`src/rtl/sdram_guard_pkg.sv`:
```
package sdram_guard_pkg;

  typedef enum logic [2:0] {
    K_NOP   = 3'd0,
    K_ACT   = 3'd1,
    K_RD    = 3'd2,
    K_WR    = 3'd3,
    K_PRE   = 3'd4,
    K_PALL  = 3'd5,
    K_OTHER = 3'd6
  } cmd_kind_e;

  function automatic cmd_kind_e classify(input logic vld, input logic ras_n,
                                         input logic cas_n, input logic we_n,
                                         input logic a10);
    cmd_kind_e k;
    if (!vld) begin
      k = K_NOP;
    end else begin
      unique case ({ras_n, cas_n, we_n})
        3'b111:  k = K_NOP;
        3'b011:  k = K_ACT;
        3'b101:  k = K_RD;
        3'b100:  k = K_WR;
        3'b010:  k = a10 ? K_PALL : K_PRE;
        default: k = K_OTHER;
      endcase
    end
    return k;
  endfunction

endpackage

```
`src/rtl/sdram_cmd_decode.sv`:
```
module sdram_cmd_decode
  import sdram_guard_pkg::*;
#(
  parameter int NUM_BANKS = 4,
  parameter int BA_W      = 2
) (
  input  logic                 vld_i,
  input  logic                 ras_n_i,
  input  logic                 cas_n_i,
  input  logic                 we_n_i,
  input  logic                 a10_i,
  input  logic [BA_W-1:0]      ba_i,
  output cmd_kind_e            kind_o,
  output logic [NUM_BANKS-1:0] bank_hot_o
);

  always_comb begin
    kind_o = classify(vld_i, ras_n_i, cas_n_i, we_n_i, a10_i);
  end

  genvar gb;
  generate
    for (gb = 0; gb < NUM_BANKS; gb++) begin : g_hot
      assign bank_hot_o[gb] = (ba_i == BA_W'(gb));
    end
  endgenerate

endmodule

```
`src/rtl/sdram_bank_timer.sv`:
```
module sdram_bank_timer #(
  parameter int TRC      = 10,
  parameter int TRCD     = 3,
  parameter int TRAS     = 7,
  parameter int TRAS_MAX = 64
) (
  input  logic clk,
  input  logic rst,
  input  logic act_i,
  input  logic pre_i,
  output logic active_o,
  output logic act_ok_o,
  output logic rw_ok_o,
  output logic pre_ok_o,
  output logic overdue_o
);

  localparam int RC_W  = $clog2(TRC + 1);
  localparam int RCD_W = $clog2(TRCD + 1);
  localparam int RAS_W = $clog2(TRAS + 1);
  localparam int AGE_W = $clog2(TRAS_MAX + 1);

  logic             active_q;
  logic [RC_W-1:0]  rc_q;
  logic [RCD_W-1:0] rcd_q;
  logic [RAS_W-1:0] ras_q;
  logic [AGE_W-1:0] age_q;

  always_ff @(posedge clk) begin
    if (rst) begin
      active_q <= 1'b0;
      rc_q     <= '0;
      rcd_q    <= '0;
      ras_q    <= '0;
      age_q    <= '0;
    end else if (act_i) begin
      active_q <= 1'b1;
      rc_q     <= RC_W'(TRC - 1);
      rcd_q    <= RCD_W'(TRCD - 1);
      ras_q    <= RAS_W'(TRAS - 1);
      age_q    <= AGE_W'(1);
    end else begin
      if (rc_q != '0)  rc_q  <= rc_q - 1'b1;
      if (rcd_q != '0) rcd_q <= rcd_q - 1'b1;
      if (ras_q != '0) ras_q <= ras_q - 1'b1;
      if (pre_i) begin
        active_q <= 1'b0;
        age_q    <= '0;
      end else if (active_q && age_q != AGE_W'(TRAS_MAX)) begin
        age_q <= age_q + 1'b1;
      end
    end
  end

  assign active_o  = active_q;
  assign act_ok_o  = (rc_q == '0);
  assign rw_ok_o   = (rcd_q == '0);
  assign pre_ok_o  = (ras_q == '0);
  assign overdue_o = active_q && (age_q == AGE_W'(TRAS_MAX));

endmodule

```
`src/rtl/sdram_cmd_guard.sv`:
```
module sdram_cmd_guard
  import sdram_guard_pkg::*;
#(
  parameter int NUM_BANKS = 4,
  parameter int ADDR_W    = 12,
  parameter int TRC       = 10,
  parameter int TRRD      = 2,
  parameter int TRCD      = 3,
  parameter int TRAS      = 7,
  parameter int TRAS_MAX  = 64
) (
  input  logic                       clk,
  input  logic                       rst,
  input  logic                       req_valid,
  input  logic                       req_ras_n,
  input  logic                       req_cas_n,
  input  logic                       req_we_n,
  input  logic [$clog2(NUM_BANKS)-1:0] req_ba,
  input  logic [ADDR_W-1:0]          req_addr,
  output logic                       req_ready,
  output logic                       sd_ras_n,
  output logic                       sd_cas_n,
  output logic                       sd_we_n,
  output logic [$clog2(NUM_BANKS)-1:0] sd_ba,
  output logic [ADDR_W-1:0]          sd_addr,
  output logic                       prot_err,
  output logic                       overdue
);

  localparam int BA_W  = $clog2(NUM_BANKS);
  localparam int RRD_W = $clog2(TRRD + 1);

  cmd_kind_e            kind;
  logic [NUM_BANKS-1:0] bank_hot;
  logic [NUM_BANKS-1:0] b_active, b_act_ok, b_rw_ok, b_pre_ok, b_overdue;
  logic [NUM_BANKS-1:0] act_hit, pre_hit;
  logic [RRD_W-1:0]     rrd_q;
  logic                 rrd_ok, sel_active, timing_ok, illegal, fire, issue;

  sdram_cmd_decode #(
    .NUM_BANKS(NUM_BANKS),
    .BA_W     (BA_W)
  ) u_dec (
    .vld_i     (req_valid),
    .ras_n_i   (req_ras_n),
    .cas_n_i   (req_cas_n),
    .we_n_i    (req_we_n),
    .a10_i     (req_addr[10]),
    .ba_i      (req_ba),
    .kind_o    (kind),
    .bank_hot_o(bank_hot)
  );

  genvar gb;
  generate
    for (gb = 0; gb < NUM_BANKS; gb++) begin : g_bank
      assign act_hit[gb] = issue && (kind == K_ACT) && bank_hot[gb];
      assign pre_hit[gb] = issue && ((kind == K_PALL) ||
                                     ((kind == K_PRE) && bank_hot[gb]));
      sdram_bank_timer #(
        .TRC     (TRC),
        .TRCD    (TRCD),
        .TRAS    (TRAS),
        .TRAS_MAX(TRAS_MAX)
      ) u_timer (
        .clk      (clk),
        .rst      (rst),
        .act_i    (act_hit[gb]),
        .pre_i    (pre_hit[gb]),
        .active_o (b_active[gb]),
        .act_ok_o (b_act_ok[gb]),
        .rw_ok_o  (b_rw_ok[gb]),
        .pre_ok_o (b_pre_ok[gb]),
        .overdue_o(b_overdue[gb])
      );
    end
  endgenerate

  assign rrd_ok     = (rrd_q == '0);
  assign sel_active = b_active[req_ba];

  always_comb begin
    timing_ok = 1'b1;
    illegal   = 1'b0;
    unique case (kind)
      K_ACT: begin
        illegal   = sel_active;
        timing_ok = sel_active | (b_act_ok[req_ba] & rrd_ok);
      end
      K_RD, K_WR: begin
        illegal   = !sel_active;
        timing_ok = !sel_active | b_rw_ok[req_ba];
      end
      K_PRE: begin
        illegal   = !sel_active;
        timing_ok = !sel_active | b_pre_ok[req_ba];
      end
      K_PALL: begin
        timing_ok = &(~b_active | b_pre_ok);
      end
      default: begin
        timing_ok = 1'b1;
      end
    endcase
  end

  assign req_ready = timing_ok;
  assign fire      = req_valid && timing_ok;
  assign issue     = fire && !illegal && (kind != K_NOP);

  always_ff @(posedge clk) begin
    if (rst) begin
      rrd_q <= '0;
    end else if (|act_hit) begin
      rrd_q <= RRD_W'(TRRD - 1);
    end else if (rrd_q != '0) begin
      rrd_q <= rrd_q - 1'b1;
    end
  end

  always_ff @(posedge clk) begin
    if (rst) begin
      sd_ras_n <= 1'b1;
      sd_cas_n <= 1'b1;
      sd_we_n  <= 1'b1;
      sd_ba    <= '0;
      sd_addr  <= '0;
      prot_err <= 1'b0;
    end else begin
      if (issue) begin
        sd_ras_n <= req_ras_n;
        sd_cas_n <= req_cas_n;
        sd_we_n  <= req_we_n;
        sd_ba    <= req_ba;
        sd_addr  <= req_addr;
      end else begin
        sd_ras_n <= 1'b1;
        sd_cas_n <= 1'b1;
        sd_we_n  <= 1'b1;
        sd_ba    <= '0;
        sd_addr  <= '0;
      end
      if (fire && illegal) prot_err <= 1'b1;
    end
  end

  assign overdue = |b_overdue;

endmodule

```
`config.mk`:
```
export PLATFORM = sky130hd
export DESIGN_NAME = sdram_cmd_guard
export DESIGN_NICKNAME = d
export VERILOG_FILES = /design/src/rtl/sdram_guard_pkg.sv /design/src/rtl/sdram_cmd_decode.sv /design/src/rtl/sdram_bank_timer.sv /design/src/rtl/sdram_cmd_guard.sv
export SDC_FILE = /design/constraint.sdc
export NUM_CORES = 1
export LEC_CHECK = 0
export ABC_AREA = 1
export BUFFER_PORTS_ARGS = -buffer_cell sky130_fd_sc_hd__buf_4
export CAP_MARGIN = 30
export CORE_MARGIN = 1
export CORE_UTILIZATION = 40
export DETAILED_ROUTE_END_ITERATION = 6
export PLACE_DENSITY = 0.63
export SYNTH_ARGS = -nofsm -noshare
export SYNTH_HDL_FRONTEND = slang
export SYNTH_SLANG_ARGS = --single-unit
```
`constraint.sdc`:
```
create_clock -name clk -period 3.95 [get_ports clk]
set_input_delay 0 -clock clk [delete_from_list [all_inputs] [get_ports clk]]
set_output_delay 0 -clock clk [all_outputs]
set_load 0.01 [all_outputs]
```
==> run_summary.xml <==
<?xml version="1.0" encoding="UTF-8"?>
<metrics>
  <group name="status">
    <metric name="status" unit="">finished, final reports clean</metric>
  </group>
  <group name="critical_path">
    <metric name="crit_path_start_kind" unit="">register</metric>
    <metric name="endpoint_of_the_worst_slack_reg_to_reg_timing_path" unit="">sd_cas_n</metric>
    <metric name="cp.arrival" unit="ns">2.59</metric>
    <metric name="worstSetupEndpointType" unit="">register</metric>
    <metric name="critPathRequiredTime" unit="ns">4.20</metric>
    <metric name="worst_r2r_startpoint" unit="">g_bank[2].u_timer.ras_q[0]</metric>
    <metric name="crit_path_max_fanout" unit="">15</metric>
    <metric name="ff2ff_path_depth" unit="">13</metric>
    <metric name="r2r_slack" unit="ns">1.61</metric>
    <metric name="worstSetupPathType" unit="">register to register</metric>
  </group>
  <group name="finish">
    <metric name="finalNetCount" unit="">684</metric>
    <metric name="drive_gt1_frac" unit="">0.127</metric>
    <metric name="n_fill_cell" unit="">1019</metric>
    <metric name="mostFrequentLayoutCell" unit="">sky130_fd_sc_hd__nor2_1</metric>
    <metric name="antenna_cells_inserted" unit="">0</metric>
    <metric name="layout.cells.non_filler" unit="">784</metric>
    <metric name="most-common-layout-cells" unit="">sky130_fd_sc_hd__nor2_1 (119), sky130_fd_sc_hd__inv_1 (91), sky130_fd_sc_hd__dfxtp_1 (88)</metric>
    <metric name="areaGrowthSynthToFinish" unit="%">18.8</metric>
  </group>
  <group name="clock_tree">
    <metric name="post_cts_hold_buffer_count" unit="">17</metric>
    <metric name="tritoncts" unit="">done</metric>
    <metric name="h-tree-depth" unit="">3</metric>
    <metric name="clkTransAtPathRegs" unit="ns">0.08</metric>
    <metric name="cts_max_path_buffers" unit="">2</metric>
    <metric name="post-cts-setup-buffer-count" unit="">0</metric>
    <metric name="cts_resized" unit="">0</metric>
    <metric name="worst_skew_pair.late_latency" unit="ns">0.35</metric>
    <metric name="clock_sink_count" unit="">88</metric>
    <metric name="cts_root_buffer" unit="">sky130_fd_sc_hd__clkbuf_8</metric>
    <metric name="numCtsBuffers" unit="">9</metric>
  </group>
  <group name="grt">
    <metric name="antenna_found_initial" unit="">0</metric>
    <metric name="grt_pass1_vias" unit="">3643</metric>
    <metric name="global_route_wire_length_before_repair" unit="mm">15.8</metric>
    <metric name="global_route.overflow_total" unit="">0</metric>
    <metric name="grt_max_degree" unit="">31</metric>
    <metric name="grt_use_total" unit="">0.174</metric>
  </group>
  <group name="synthesis">
    <metric name="yosys.cell_types.count" unit="">29</metric>
    <metric name="ys_ff_latch" unit="">88</metric>
    <metric name="postSynthCellCount" unit="">582</metric>
    <metric name="post_synth_and_or_nand_nor_area_fraction" unit="">0.303</metric>
    <metric name="post_synth_xor_area_fraction" unit="">0.0649</metric>
    <metric name="post_synth_mux_area_share" unit="">0</metric>
    <metric name="sequential_fraction_of_the_synthesis_area" unit="">0.408</metric>
    <metric name="yosys.area.top_type" unit="">sky130_fd_sc_hd__dfxtp_1</metric>
    <metric name="synth_fp_nets" unit="">623</metric>
    <metric name="syn-mean-instance-area" unit="um^2">7.43</metric>
    <metric name="post_synth_instance_area" unit="um^2">4320</metric>
    <metric name="synth-compound-area-share" unit="">0.0718</metric>
    <metric name="synth-warning-count" unit="">0</metric>
    <metric name="synth_top_cells_by_area" unit="">sky130_fd_sc_hd__dfxtp_1 (41%), sky130_fd_sc_hd__nor2_1 (10%), sky130_fd_sc_hd__inv_1 (7.9%)</metric>
    <metric name="dominant_combinational_cell_family_by_area_after_synthesis" unit="">simple AND/OR/NAND/NOR gates</metric>
    <metric name="synth_top_area_frac" unit="">0.408</metric>
    <metric name="synth_fa_ha_area_frac" unit="">0.0608</metric>
  </group>
  <group name="sta">
    <metric name="fin_crit_sh" unit="">0.593</metric>
    <metric name="max_slew_margin" unit="">0.610</metric>
    <metric name="setup_clock_skew_after_layout" unit="ns">0.00954</metric>
    <metric name="finalSetupTns" unit="ns">0</metric>
    <metric name="grt_setup_unrepaired" unit="">false</metric>
    <metric name="max_clock_freq" unit="GHz">0.427</metric>
    <metric name="whs" unit="ns">0.0324</metric>
    <metric name="fin_max_slew_vios" unit="">0</metric>
    <metric name="timing.final.hold_violations" unit="">0</metric>
    <metric name="max_slew.worst_pin.slew" unit="ns">0.581</metric>
    <metric name="setup_viol" unit="">0</metric>
    <metric name="final.min_clock_period" unit="ns">2.34</metric>
  </group>
  <group name="routing">
    <metric name="viasPerCell" unit="">4.68</metric>
    <metric name="wl" unit="mm">8.83</metric>
    <metric name="drt_iter0_drc" unit="">98</metric>
    <metric name="wl_per_cell" unit="um">11.3</metric>
    <metric name="drt_drc_violations_left" unit="">0</metric>
    <metric name="detailroute.via_count" unit="">3666</metric>
    <metric name="antenna_left" unit="">0</metric>
    <metric name="drt-pass1-iter-count" unit="">4</metric>
  </group>
  <group name="placement">
    <metric name="buffer_ports.inserted" unit="">39</metric>
    <metric name="gp_routability_congestion" unit="">0.850</metric>
    <metric name="place_inst" unit="">751</metric>
    <metric name="dp_hpwl" unit="mm">6.56</metric>
  </group>
  <group name="hold_path">
    <metric name="worstHoldPathType" unit="">input pin to register</metric>
    <metric name="min_path_cells" unit="">2</metric>
    <metric name="hp-start" unit="">rst</metric>
    <metric name="timing.hold.worst_endpoint" unit="">g_bank[3].u_timer.ras_q[1]</metric>
  </group>
  <group name="power">
    <metric name="vdd_drop_max" unit="mV">0.181</metric>
    <metric name="intPower" unit="uW">1630</metric>
    <metric name="power_switching" unit="uW">774</metric>
    <metric name="power-per-cell-area" unit="nW/um^2">469</metric>
    <metric name="power.combinational.fraction" unit="">0.282</metric>
    <metric name="power.share.clock" unit="">0.279</metric>
    <metric name="net_switching_fraction_of_the_power" unit="">0.321</metric>
    <metric name="cellLeakagePower" unit="uW">0.00232</metric>
    <metric name="power.share.sequential" unit="">0.439</metric>
  </group>
  <group name="floorplan">
    <metric name="floorplan.initialDensity" unit="">0.415</metric>
    <metric name="core" unit="um^2">10400</metric>
    <metric name="die_x" unit="um">106</metric>
    <metric name="io_pins" unit="">40</metric>
    <metric name="die-area" unit="um^2">11200</metric>
    <metric name="placementRows" unit="">37</metric>
    <metric name="dieHeight" unit="um">106</metric>
  </group>
  <group name="flow_run">
    <metric name="maxCapViolations" unit="">0</metric>
  </group>
</metrics>
## cell families (layout without fill, tap and decap cells)
| kind of cell | after synthesis | count (layout) |
|---|---|---|
| adder cells (fa/ha/maj) | 21 | 21 |
| flip-flops | 88 | 88 |
| AND/OR/NAND/NOR | 282 | 282 |
| buffers and inverters | 101 | 167 |
| XOR/XNOR | 32 | 32 |
| AO/OA/AOI/OAI | 58 | 58 |
## cell usage after synthesis
cell type and number:
sky130_fd_sc_hd__o2111ai_1 1, sky130_fd_sc_hd__nor3_1 16, sky130_fd_sc_hd__nand2_1 83, sky130_fd_sc_hd__o21ai_0 30, sky130_fd_sc_hd__nand3_4 1, sky130_fd_sc_hd__a21oi_1 24, sky130_fd_sc_hd__nor2_8 1, sky130_fd_sc_hd__a22oi_1 2
sky130_fd_sc_hd__buf_4 1, sky130_fd_sc_hd__buf_1 1, sky130_fd_sc_hd__nor3b_1 1, sky130_fd_sc_hd__a21oi_4 1, sky130_fd_sc_hd__ha_1 21, sky130_fd_sc_hd__nand4_1 10, sky130_fd_sc_hd__nor2_1 119, sky130_fd_sc_hd__or2_2 2
sky130_fd_sc_hd__clkbuf_1 3, sky130_fd_sc_hd__nor2_2 6, sky130_fd_sc_hd__nand4_4 5, sky130_fd_sc_hd__nand3_1 28, sky130_fd_sc_hd__inv_1 91, sky130_fd_sc_hd__inv_8 1, sky130_fd_sc_hd__inv_2 3, sky130_fd_sc_hd__nand2_2 9
sky130_fd_sc_hd__nand3_2 1, sky130_fd_sc_hd__xor2_1 29, sky130_fd_sc_hd__dfxtp_1 88, sky130_fd_sc_hd__xnor2_1 3, sky130_fd_sc_hd__buf_6 1
## how the worst max path moves through the flow
| stage | start | to | slack [ns] | cells after the start |
|---|---|---|---|---|
| floorplan | g_bank[2].u_timer.ras_q[0] | g_bank[1].u_timer.age_q[1] | 1.99 | 13 |
| global placement | g_bank[3].u_timer.ras_q[0] | g_bank[2].u_timer.rc_q[1] | 1.60 | 13 |
| detailed placement | g_bank[3].u_timer.ras_q[0] | sd_cas_n | 1.61 | 13 |
| CTS | g_bank[3].u_timer.ras_q[0] | sd_cas_n | 1.59 | 13 |
| global route | g_bank[2].u_timer.ras_q[0] | g_bank[2].u_timer.rc_q[1] | 1.36 | 13 |
| finish | g_bank[2].u_timer.ras_q[0] | sd_cas_n | 1.61 | 13 |
## power groups by stage
stage                     sequential, uW  clock, uW  combinational, uW
final                               1060        672                679
after global routing                1070        729                789
after CTS                           1060        695                682
after detailed placement            1080          0                661
after global placement              1070          0                640
after floorplan                     1060          0                522
## per-stage QoR
stage	setup slack [ns]	total power (uW)	area, um^2	util
floorplan	1.99	1590	4320	-
global placement	1.60	1710	4750	0.456
detailed placement	1.61	1740	4750	0.456
CTS	1.59	2430	5130	0.493
global route	1.36	2590	5130	0.493
finish	1.61	2410	5130	0.493
## flip-flops by register name (all words and copies together) (netlist names), 2 cells and up
name	flops
g_bank.u_timer.active_o	4
g_bank.u_timer.age_q	28
g_bank.u_timer.ras_q	12
g_bank.u_timer.rc_q	16
g_bank.u_timer.rcd_q	8
rrd_q	2
sd_addr	12
sd_ba	2
## layer usage
metal  vias up  GRT usage  wire length (um)
met1      1664      0.211              4240
met3        13     0.0282               216
met5         -          0                 0
met2        48      0.308              4230
met4         0     0.0665               145
li1       1941          -                 -
## layout make-up
| type | count | area, um^2 | area share |
|---|---|---|---|
| multi-input cells | 393 | 2160 | 0.421 |
| clock inverters | 3 | 65.1 | 0.0127 |
| clock buffers | 13 | 149 | 0.0290 |
| repair buffers | 56 | 463 | 0.0902 |
| well taps | 136 | 170 | 0.0331 |
| inverters | 95 | 364 | 0.0709 |
| flip-flops and latches | 88 | 1760 | 0.343 |
## critical path: stages (launching register included)
cell and delay, ns:
sky130_fd_sc_hd__dfxtp_1 0.34, sky130_fd_sc_hd__nor2_1 0.15, sky130_fd_sc_hd__ha_1 0.24, sky130_fd_sc_hd__inv_1 0.10, sky130_fd_sc_hd__o21ai_0 0.17, sky130_fd_sc_hd__nand2_1 0.07, sky130_fd_sc_hd__nand2_1 0.07, sky130_fd_sc_hd__nand4_1 0.09
sky130_fd_sc_hd__nand3_1 0.10, sky130_fd_sc_hd__nand2_2 0.08, sky130_fd_sc_hd__a21oi_4 0.35, sky130_fd_sc_hd__nand3_4 0.25, sky130_fd_sc_hd__inv_1 0.15, sky130_fd_sc_hd__nand2_1 0.07
No activity file was read; power rests on OpenSTA's default activity.
